<file path="src/rtl/cu_regs_pkg.sv">
package cu_regs_pkg;

    localparam int DATA_W = 32;

    localparam int OFF_CTRL  = 'h00;
    localparam int OFF_CFG   = 'h04;
    localparam int OFF_PWR   = 'h08;
    localparam int OFF_INV   = 'h0C;
    localparam int OFF_FLT_S = 'h40;
    localparam int OFF_FLT_E = 'h44;
    localparam int OFF_ACC_S = 'h50;
    localparam int OFF_ACC_N = 'h54;

    typedef enum logic [2:0] {
        SEL_CTRL,
        SEL_CFG,
        SEL_PWR,
        SEL_RAZ,
        SEL_BAD
    } reg_sel_e;

    typedef struct packed {
        reg_sel_e   sel;
        logic [1:0] lane;
        logic       size_ok;
    } dec_t;

    function automatic logic size_legal(input logic [2:0] sz);
        return (sz == 3'd1) || (sz == 3'd2) || (sz == 3'd4);
    endfunction

    function automatic logic [DATA_W-1:0] size_mask(input logic [2:0] sz);
        logic [DATA_W-1:0] m;
        case (sz)
            3'd1:    m = 32'h0000_00FF;
            3'd2:    m = 32'h0000_FFFF;
            3'd4:    m = 32'hFFFF_FFFF;
            default: m = '0;
        endcase
        return m;
    endfunction

    function automatic logic [DATA_W-1:0] cfg_word(input int n);
        logic [DATA_W-1:0] w;
        w = ((DATA_W'(1) << n) - DATA_W'(1)) << 4;
        w = w | DATA_W'(n - 1);
        return w;
    endfunction

endpackage

</file>
<file path="src/rtl/cu_addr_decode.sv">
module cu_addr_decode
    import cu_regs_pkg::*;
#(
    parameter int ADDR_W = 8
) (
    input  logic [ADDR_W-1:0] addr,
    input  logic [2:0]        size,
    output dec_t              dec
);

    localparam int UPPER_W = ADDR_W - 2;

    logic is_raz;

    always_comb begin
        is_raz = (addr == ADDR_W'(OFF_INV))   || (addr == ADDR_W'(OFF_FLT_S)) ||
                 (addr == ADDR_W'(OFF_FLT_E)) || (addr == ADDR_W'(OFF_ACC_S)) ||
                 (addr == ADDR_W'(OFF_ACC_N));
    end

    always_comb begin
        dec.size_ok = size_legal(size);
        dec.lane    = addr[1:0];
        if (addr == ADDR_W'(OFF_CTRL)) begin
            dec.sel = SEL_CTRL;
        end else if (addr == ADDR_W'(OFF_CFG)) begin
            dec.sel = SEL_CFG;
        end else if (addr[ADDR_W-1:2] == UPPER_W'(OFF_PWR >> 2)) begin
            dec.sel = SEL_PWR;
        end else if (is_raz) begin
            dec.sel = SEL_RAZ;
        end else begin
            dec.sel = SEL_BAD;
        end
    end

endmodule

</file>
<file path="src/rtl/cu_pwr_word.sv">
module cu_pwr_word
    import cu_regs_pkg::*;
(
    input  logic              clk,
    input  logic              rst,
    input  logic              wr_en,
    input  logic [1:0]        lane,
    input  logic [2:0]        size,
    input  logic [DATA_W-1:0] wdata,
    output logic [DATA_W-1:0] word
);

    logic [DATA_W-1:0] lane_m;
    logic [DATA_W-1:0] lane_d;

    always_comb begin
        lane_m = size_mask(size) << {lane, 3'b000};
        lane_d = (wdata & size_mask(size)) << {lane, 3'b000};
    end

    always_ff @(posedge clk) begin
        if (rst) begin
            word <= '0;
        end else if (wr_en) begin
            word <= (word & ~lane_m) | lane_d;
        end
    end


    keep_unmasked_chk: assert property (@(posedge clk) disable iff (rst)
        wr_en |=> (((word ^ $past(word)) & ~$past(lane_m)) == '0));


    idle_stable_chk: assert property (@(posedge clk) disable iff (rst)
        !wr_en |=> $stable(word));

endmodule

</file>
<file path="src/rtl/cu_resp_stage.sv">
module cu_resp_stage
    import cu_regs_pkg::*;
(
    input  logic              clk,
    input  logic              rst,
    input  logic              rd_fire,
    input  logic              err_fire,
    input  logic [DATA_W-1:0] rd_word,
    output logic              rd_valid,
    output logic [DATA_W-1:0] rd_data,
    output logic              err
);

    always_ff @(posedge clk) begin
        if (rst) begin
            rd_valid <= 1'b0;
            rd_data  <= '0;
            err      <= 1'b0;
        end else begin
            rd_valid <= rd_fire;
            rd_data  <= rd_fire ? rd_word : '0;
            err      <= err_fire;
        end
    end


    rd_follow_chk: assert property (@(posedge clk) disable iff (rst)
        rd_fire |=> rd_valid);


    quiet_chk: assert property (@(posedge clk) disable iff (rst)
        (!rd_fire && !err_fire) |=> (!rd_valid && !err && rd_data == '0));

endmodule

</file>
<file path="src/rtl/cu_regblk.sv">
module cu_regblk
    import cu_regs_pkg::*;
#(
    parameter int NUM_CORES = 1,
    parameter int ADDR_W    = 8
) (
    input  logic              clk,
    input  logic              rst,
    input  logic              req_valid,
    input  logic              req_write,
    input  logic [ADDR_W-1:0] req_addr,
    input  logic [2:0]        req_size,
    input  logic [31:0]       req_wdata,
    output logic              rd_valid,
    output logic [31:0]       rd_data,
    output logic              err
);

    localparam logic [DATA_W-1:0] CFG_VAL = cfg_word(NUM_CORES);

    dec_t              dec;
    logic              ctrl_q;
    logic [DATA_W-1:0] pwr_q;
    logic [DATA_W-1:0] rd_mux;
    logic              wr_ok;
    logic              rd_fire;
    logic              err_fire;
    logic              pwr_wr;
    logic              ctrl_wr;

    cu_addr_decode #(.ADDR_W(ADDR_W)) u_dec (
        .addr (req_addr),
        .size (req_size),
        .dec  (dec)
    );

    always_comb begin
        wr_ok    = req_valid && req_write && dec.size_ok;
        pwr_wr   = wr_ok && (dec.sel == SEL_PWR);
        ctrl_wr  = wr_ok && (dec.sel == SEL_CTRL);
        rd_fire  = req_valid && !req_write;
        err_fire = req_valid && (!dec.size_ok || dec.sel == SEL_BAD);
    end

    always_ff @(posedge clk) begin
        if (rst) begin
            ctrl_q <= 1'b0;
        end else if (ctrl_wr) begin
            ctrl_q <= req_wdata[0];
        end
    end

    cu_pwr_word u_pwr (
        .clk   (clk),
        .rst   (rst),
        .wr_en (pwr_wr),
        .lane  (dec.lane),
        .size  (req_size),
        .wdata (req_wdata),
        .word  (pwr_q)
    );

    always_comb begin
        rd_mux = '0;
        if (dec.size_ok) begin
            case (dec.sel)
                SEL_CTRL: rd_mux = {{(DATA_W-1){1'b0}}, ctrl_q};
                SEL_CFG:  rd_mux = CFG_VAL;
                SEL_PWR:  rd_mux = pwr_q >> {dec.lane, 3'b000};
                default:  rd_mux = '0;
            endcase
        end
    end

    cu_resp_stage u_resp (
        .clk      (clk),
        .rst      (rst),
        .rd_fire  (rd_fire),
        .err_fire (err_fire),
        .rd_word  (rd_mux),
        .rd_valid (rd_valid),
        .rd_data  (rd_data),
        .err      (err)
    );


    ctrl_hold_chk: assert property (@(posedge clk) disable iff (rst)
        !(req_valid && req_write && req_addr == ADDR_W'(OFF_CTRL)) |=> $stable(ctrl_q));


    bad_size_chk: assert property (@(posedge clk) disable iff (rst)
        (req_valid && !size_legal(req_size)) |=> (err && $stable(pwr_q) && $stable(ctrl_q)));


    raz_chk: assert property (@(posedge clk) disable iff (rst)
        (req_valid && dec.size_ok && dec.sel == SEL_RAZ) |=> (!err && rd_data == '0));

endmodule

</file>
<file path="config.mk">
export PLATFORM = sky130hd
export DESIGN_NAME = cu_regblk
export DESIGN_NICKNAME = d
export VERILOG_FILES = /design/src/rtl/cu_regs_pkg.sv /design/src/rtl/cu_addr_decode.sv /design/src/rtl/cu_pwr_word.sv /design/src/rtl/cu_resp_stage.sv /design/src/rtl/cu_regblk.sv
export SDC_FILE = /design/constraint.sdc
export NUM_CORES = 1
export LEC_CHECK = 0
export ABC_AREA = 1
export BUFFER_PORTS_ARGS = -buffer_cell sky130_fd_sc_hd__buf_2
export CORE_AREA = 2 2 85 87
export CTS_CLUSTER_DIAMETER = 40
export CTS_CLUSTER_SIZE = 40
export DETAILED_ROUTE_END_ITERATION = 10
export DIE_AREA = 0 0 87 89
export PLACE_DENSITY = 0.75
export SLEW_MARGIN = 20
export SYNTH_ARGS = -nofsm -noshare
export SYNTH_HDL_FRONTEND = slang
export SYNTH_SLANG_ARGS = --single-unit
</file>
<file path="constraint.sdc">
create_clock -name clk -period 1.15 [get_ports clk]
set_input_delay 0.1725 -clock clk [delete_from_list [all_inputs] [get_ports clk]]
set_output_delay 0.1725 -clock clk [all_outputs]
set_load 0.005 [all_outputs]
</file>
==> summary.md <==
| Metric | Value |
|---|---|
| Outcome | `finished, final reports clean` |
| Worst Reg-to-Reg Cells | `6` |
| Clock root buffer | `clkbuf_8` |
| Die extent in y | `a little under 90 um` |
| Routed Antenna Nets | `0` |
| Initial antenna violation count | `0` |
| Max-slew violation count | `0` |
| Peak VDD IR | `around 0.00046 V` |
| Area post-placement | `roughly 0.0040 sq mm` |
| Drt via density | `around 5.4` |
| Largest net degree at the start of global routing | `34` |
| Worst-margin pin slew | `344.7 ps` |
| Crit share post-route | `94.95%` |
| Worst hold path type | `input port to register` |
| CTS max path bufs | `2` |
| Mean routed wirelength per cell | `14.12 um` |
| IO buf count | `80` |
| Final hold vios | `0` |
| CTS HTree Levels | `3` |
| Mapped Nets | `a little under 500` |
| Die width | `between 80 and 90 um` |
| Global-route wire length before repair | `about 15000 um` |
| CP max FO | `5` |
| Worst Clk Skew | `roughly 6.4 ps` |
| First-pass DRT Iterations | `6` |
| Fin Setup TNS | `0 ps` |
| Fraction of layout cells with a size suffix above 1 | `just over 30%` |
| Critical path's largest stage delay | `around 200 ps` |
| Starting density of the core | `about half` |
| Crit path cell chain | `buf_2 -> nor2_1 -> nand3_2 -> nor2_4 -> nand4_4 -> buf_4 -> o21ai_0 -> a21oi_1` |
| Family with the most delay on the worst path | `simple AND/OR/NAND/NOR gates` |
| FP Rows | `30` |
| Synth Warn # | `0` |
| Leakage power | `between 1.5 and 2 nW` |
| Critical path launch point type | `input port` |
| Most used DFF post-synth | `dfxtp_1` |
| First-iteration detailed-routing DRC count | `310` |
| EDFF count, synth | `0` |
| CTS Buf Count | `9` |
| Top cells by area, synth | `dfxtp_1 (42%), nand2_1 (15%), o21ai_0 (6.1%)` |
| Post-synthesis instance total | `between 400 and 500` |
| Reg-to-reg critical path startpoint | `u_pwr.word[28]` |
| Core area | `about 0.0067 sq mm` |
| Reg clk slew, reported paths | `~70 ps` |
| Levels on crit path | `8` |
| # IOs | `between 80 and 90` |
| Final HPWL DP | `between 6000 and 7000 um` |
| Grt total ovfl | `0` |
| CTS tree | `done` |
| Mapped Area | `about 0.0032 sq mm` |
| Ant diodes | `0` |
| Clk_lat worst skew | `approximately 340 ps` |
| Critical path class | `input port to register` |
| Setup violations, final | `0` |
| Min Tclk post-route | `1092 ps` |
| Largest area contributor in the synthesized netlist | `dfxtp_1` |
| HP Start | `req_write` |
| Total GRT Usage | `24.26%` |
| Area taken by flip-flops and latches | `roughly 0.0013 sq mm` |
| Rel. slew slack | `just under 80%` |
| R2R Path End | `u_resp.rd_data[4]` |
| Fillers | `slightly above 600` |
| Final Hold Slack | `99.16 ps` |
| Hold depth | `3` |
| WP buf/inv | `2` |
| Vias | `3468` |
| Slowest CP cell | `buf_4` |
| Register area share after synthesis | `around 42%` |
| Post-synthesis register bit count | `67` |
| Die ar. | `a little under 0.008 sq mm` |
| Pwr/cell area | `approximately 1200 mW/mm^2` |
| Critical Path RT | `between 1000 and 1500 ps` |
| Sink of the worst hold path | `u_resp.rd_valid` |
| Peak Freq | `915.9 MHz` |
| Syn Area/Cell | `between 7 and 8 sq um` |
| CP endpoint kind | `register` |
| R2r setup slk | `approximately 160 ps` |
| Synth unique cells | `a little over 40` |
| Final wirelength | `slightly above 9000 um` |
| RSZ-0062 raised after global routing | `yes` |
| # DRC | `0` |
| CP Data Arrival Time | `around 1300 ps` |
| Design Area, Final | `between 0.004 and 0.005 sq mm` |
| Number of global-route vias before repair | `~3200` |
| Multi-input gate area | `roughly 0.0016 sq mm` |
| Placer Congestion | `0.9403` |
| Layout overhead on the synthesized area | `30.45%` |
| Sink Count | `67` |
| # nets final | `roughly 600` |
| Asr flop ratio synth | `0%` |
| Max Cap Viol | `0` |
| Area share of the largest cell type after synthesis | `between 40% and 50%` |
## sequential cells by signal (all words and copies together), names as in the netlist
name             flops
ctrl_q               1
u_pwr.word          32
u_resp.err           1
u_resp.rd_data      32
u_resp.rd_valid      1
## layout by cell type (no fill, tap or decap), types with 3 or more instances in the layout
| cell | n |
|---|---|
| nor2_1 | 24 |
| dfxtp_1 | 67 |
| nand2_2 | 3 |
| o21ai_0 | 31 |
| nand4_1 | 9 |
| buf_2 | 80 |
| inv_2 | 7 |
| nor2_4 | 3 |
| o211ai_1 | 3 |
| a21oi_1 | 38 |
| buf_12 | 4 |
| nor3_1 | 6 |
| clkbuf_8 | 9 |
| clkinvlp_4 | 5 |
| nand2_1 | 131 |
| nor2_2 | 3 |
| buf_4 | 43 |
| a211oi_1 | 4 |
| o22ai_1 | 6 |
| inv_1 | 19 |
| nand3_1 | 28 |
| o21ai_1 | 9 |
| o221ai_1 | 7 |
## cell usage after synthesis, types with 4 or more instances
master and n:
clkbuf_1 8, nand3_1 28, nor2_2 4, nor2_1 24, nand2_1 131, dfxtp_1 67, nand2_2 4, a211oi_1 4
nand4_1 9, o221ai_1 7, a21oi_1 38, buf_2 11, o21ai_0 39, inv_2 7, o22ai_1 6, nor3_1 6
inv_1 20
## cells by family after synthesis
kind of cell	Yosys count	share of synthesized area (%)
mux	1	0.3103
buf+inv	58	8.727
flops	67	41.58
simple gates	216	30.14
compound gates	107	19.24
## cell type report
class / instances / area share, %
Sequential cell: 67 / 31.88
Inverter: 31 / 3.122
Clock inverter: 7 / 1.784
Clock buffer: 9 / 2.944
Timing Repair Buffer: 127 / 19.09
Tap cell: 80 / 2.379
Multi-Input combinational cell: 324 / 38.80
## how the worst max path moves through the flow
stage	startpoint	to	slack [ps]
detailed placement	req_addr[4]	u_pwr.word[24]	-300
CTS	req_addr[4]	u_pwr.word[24]	70
floorplan	req_addr[1]	ctrl_q	-20
global route	req_addr[4]	u_pwr.word[23]	-10
finish	req_addr[4]	u_pwr.word[5]	60
global placement	req_size[1]	u_pwr.word[10]	-260
## per-layer routing
metal,up-vias,global-route usage (%),routed length [um]
li1,1737,-,-
met1,1550,31.91,4093
met2,170,40.18,4144
met3,11,3.970,738
met4,0,9.091,129
met5,-,0,0
## worst min-delay path, stage by stage
cell and delay [ps]:
buf_2 90, buf_4 100, nor2_2 40
## repair_timing
action                                 in CTS  in global routing
resized for setup                           0                  8
endpoints found under the hold margin       0                  0
hold buffers                                0                  0
setup buffers                               0                  3
setup endpoints to repair                   0                 29
## metrics by stage
step / setup WS [ps] / utilization, % / power (W) / cells
final: 58.12 / 62.63 / 0.004860 / 645
after CTS: 66.87 / 61.88 / 0.004862 / 642
after global routing: -14.47 / 62.63 / 0.005032 / 645
after floorplan: -23.40 / - / 0.002711 / 449
after detailed placement: -302.4 / 58.92 / 0.002966 / 626
after global placement: -257.0 / 58.92 / 0.002959 / 626
## where the power goes
part	leakage (nW)	internal (W)	switching [W]
sequential	0.540	0.00232	0.000000801
combinational	1.20	0.000243	0.000362
clock	0.0923	0.00101	0.000921
Power figures use the tool's default switching activity.
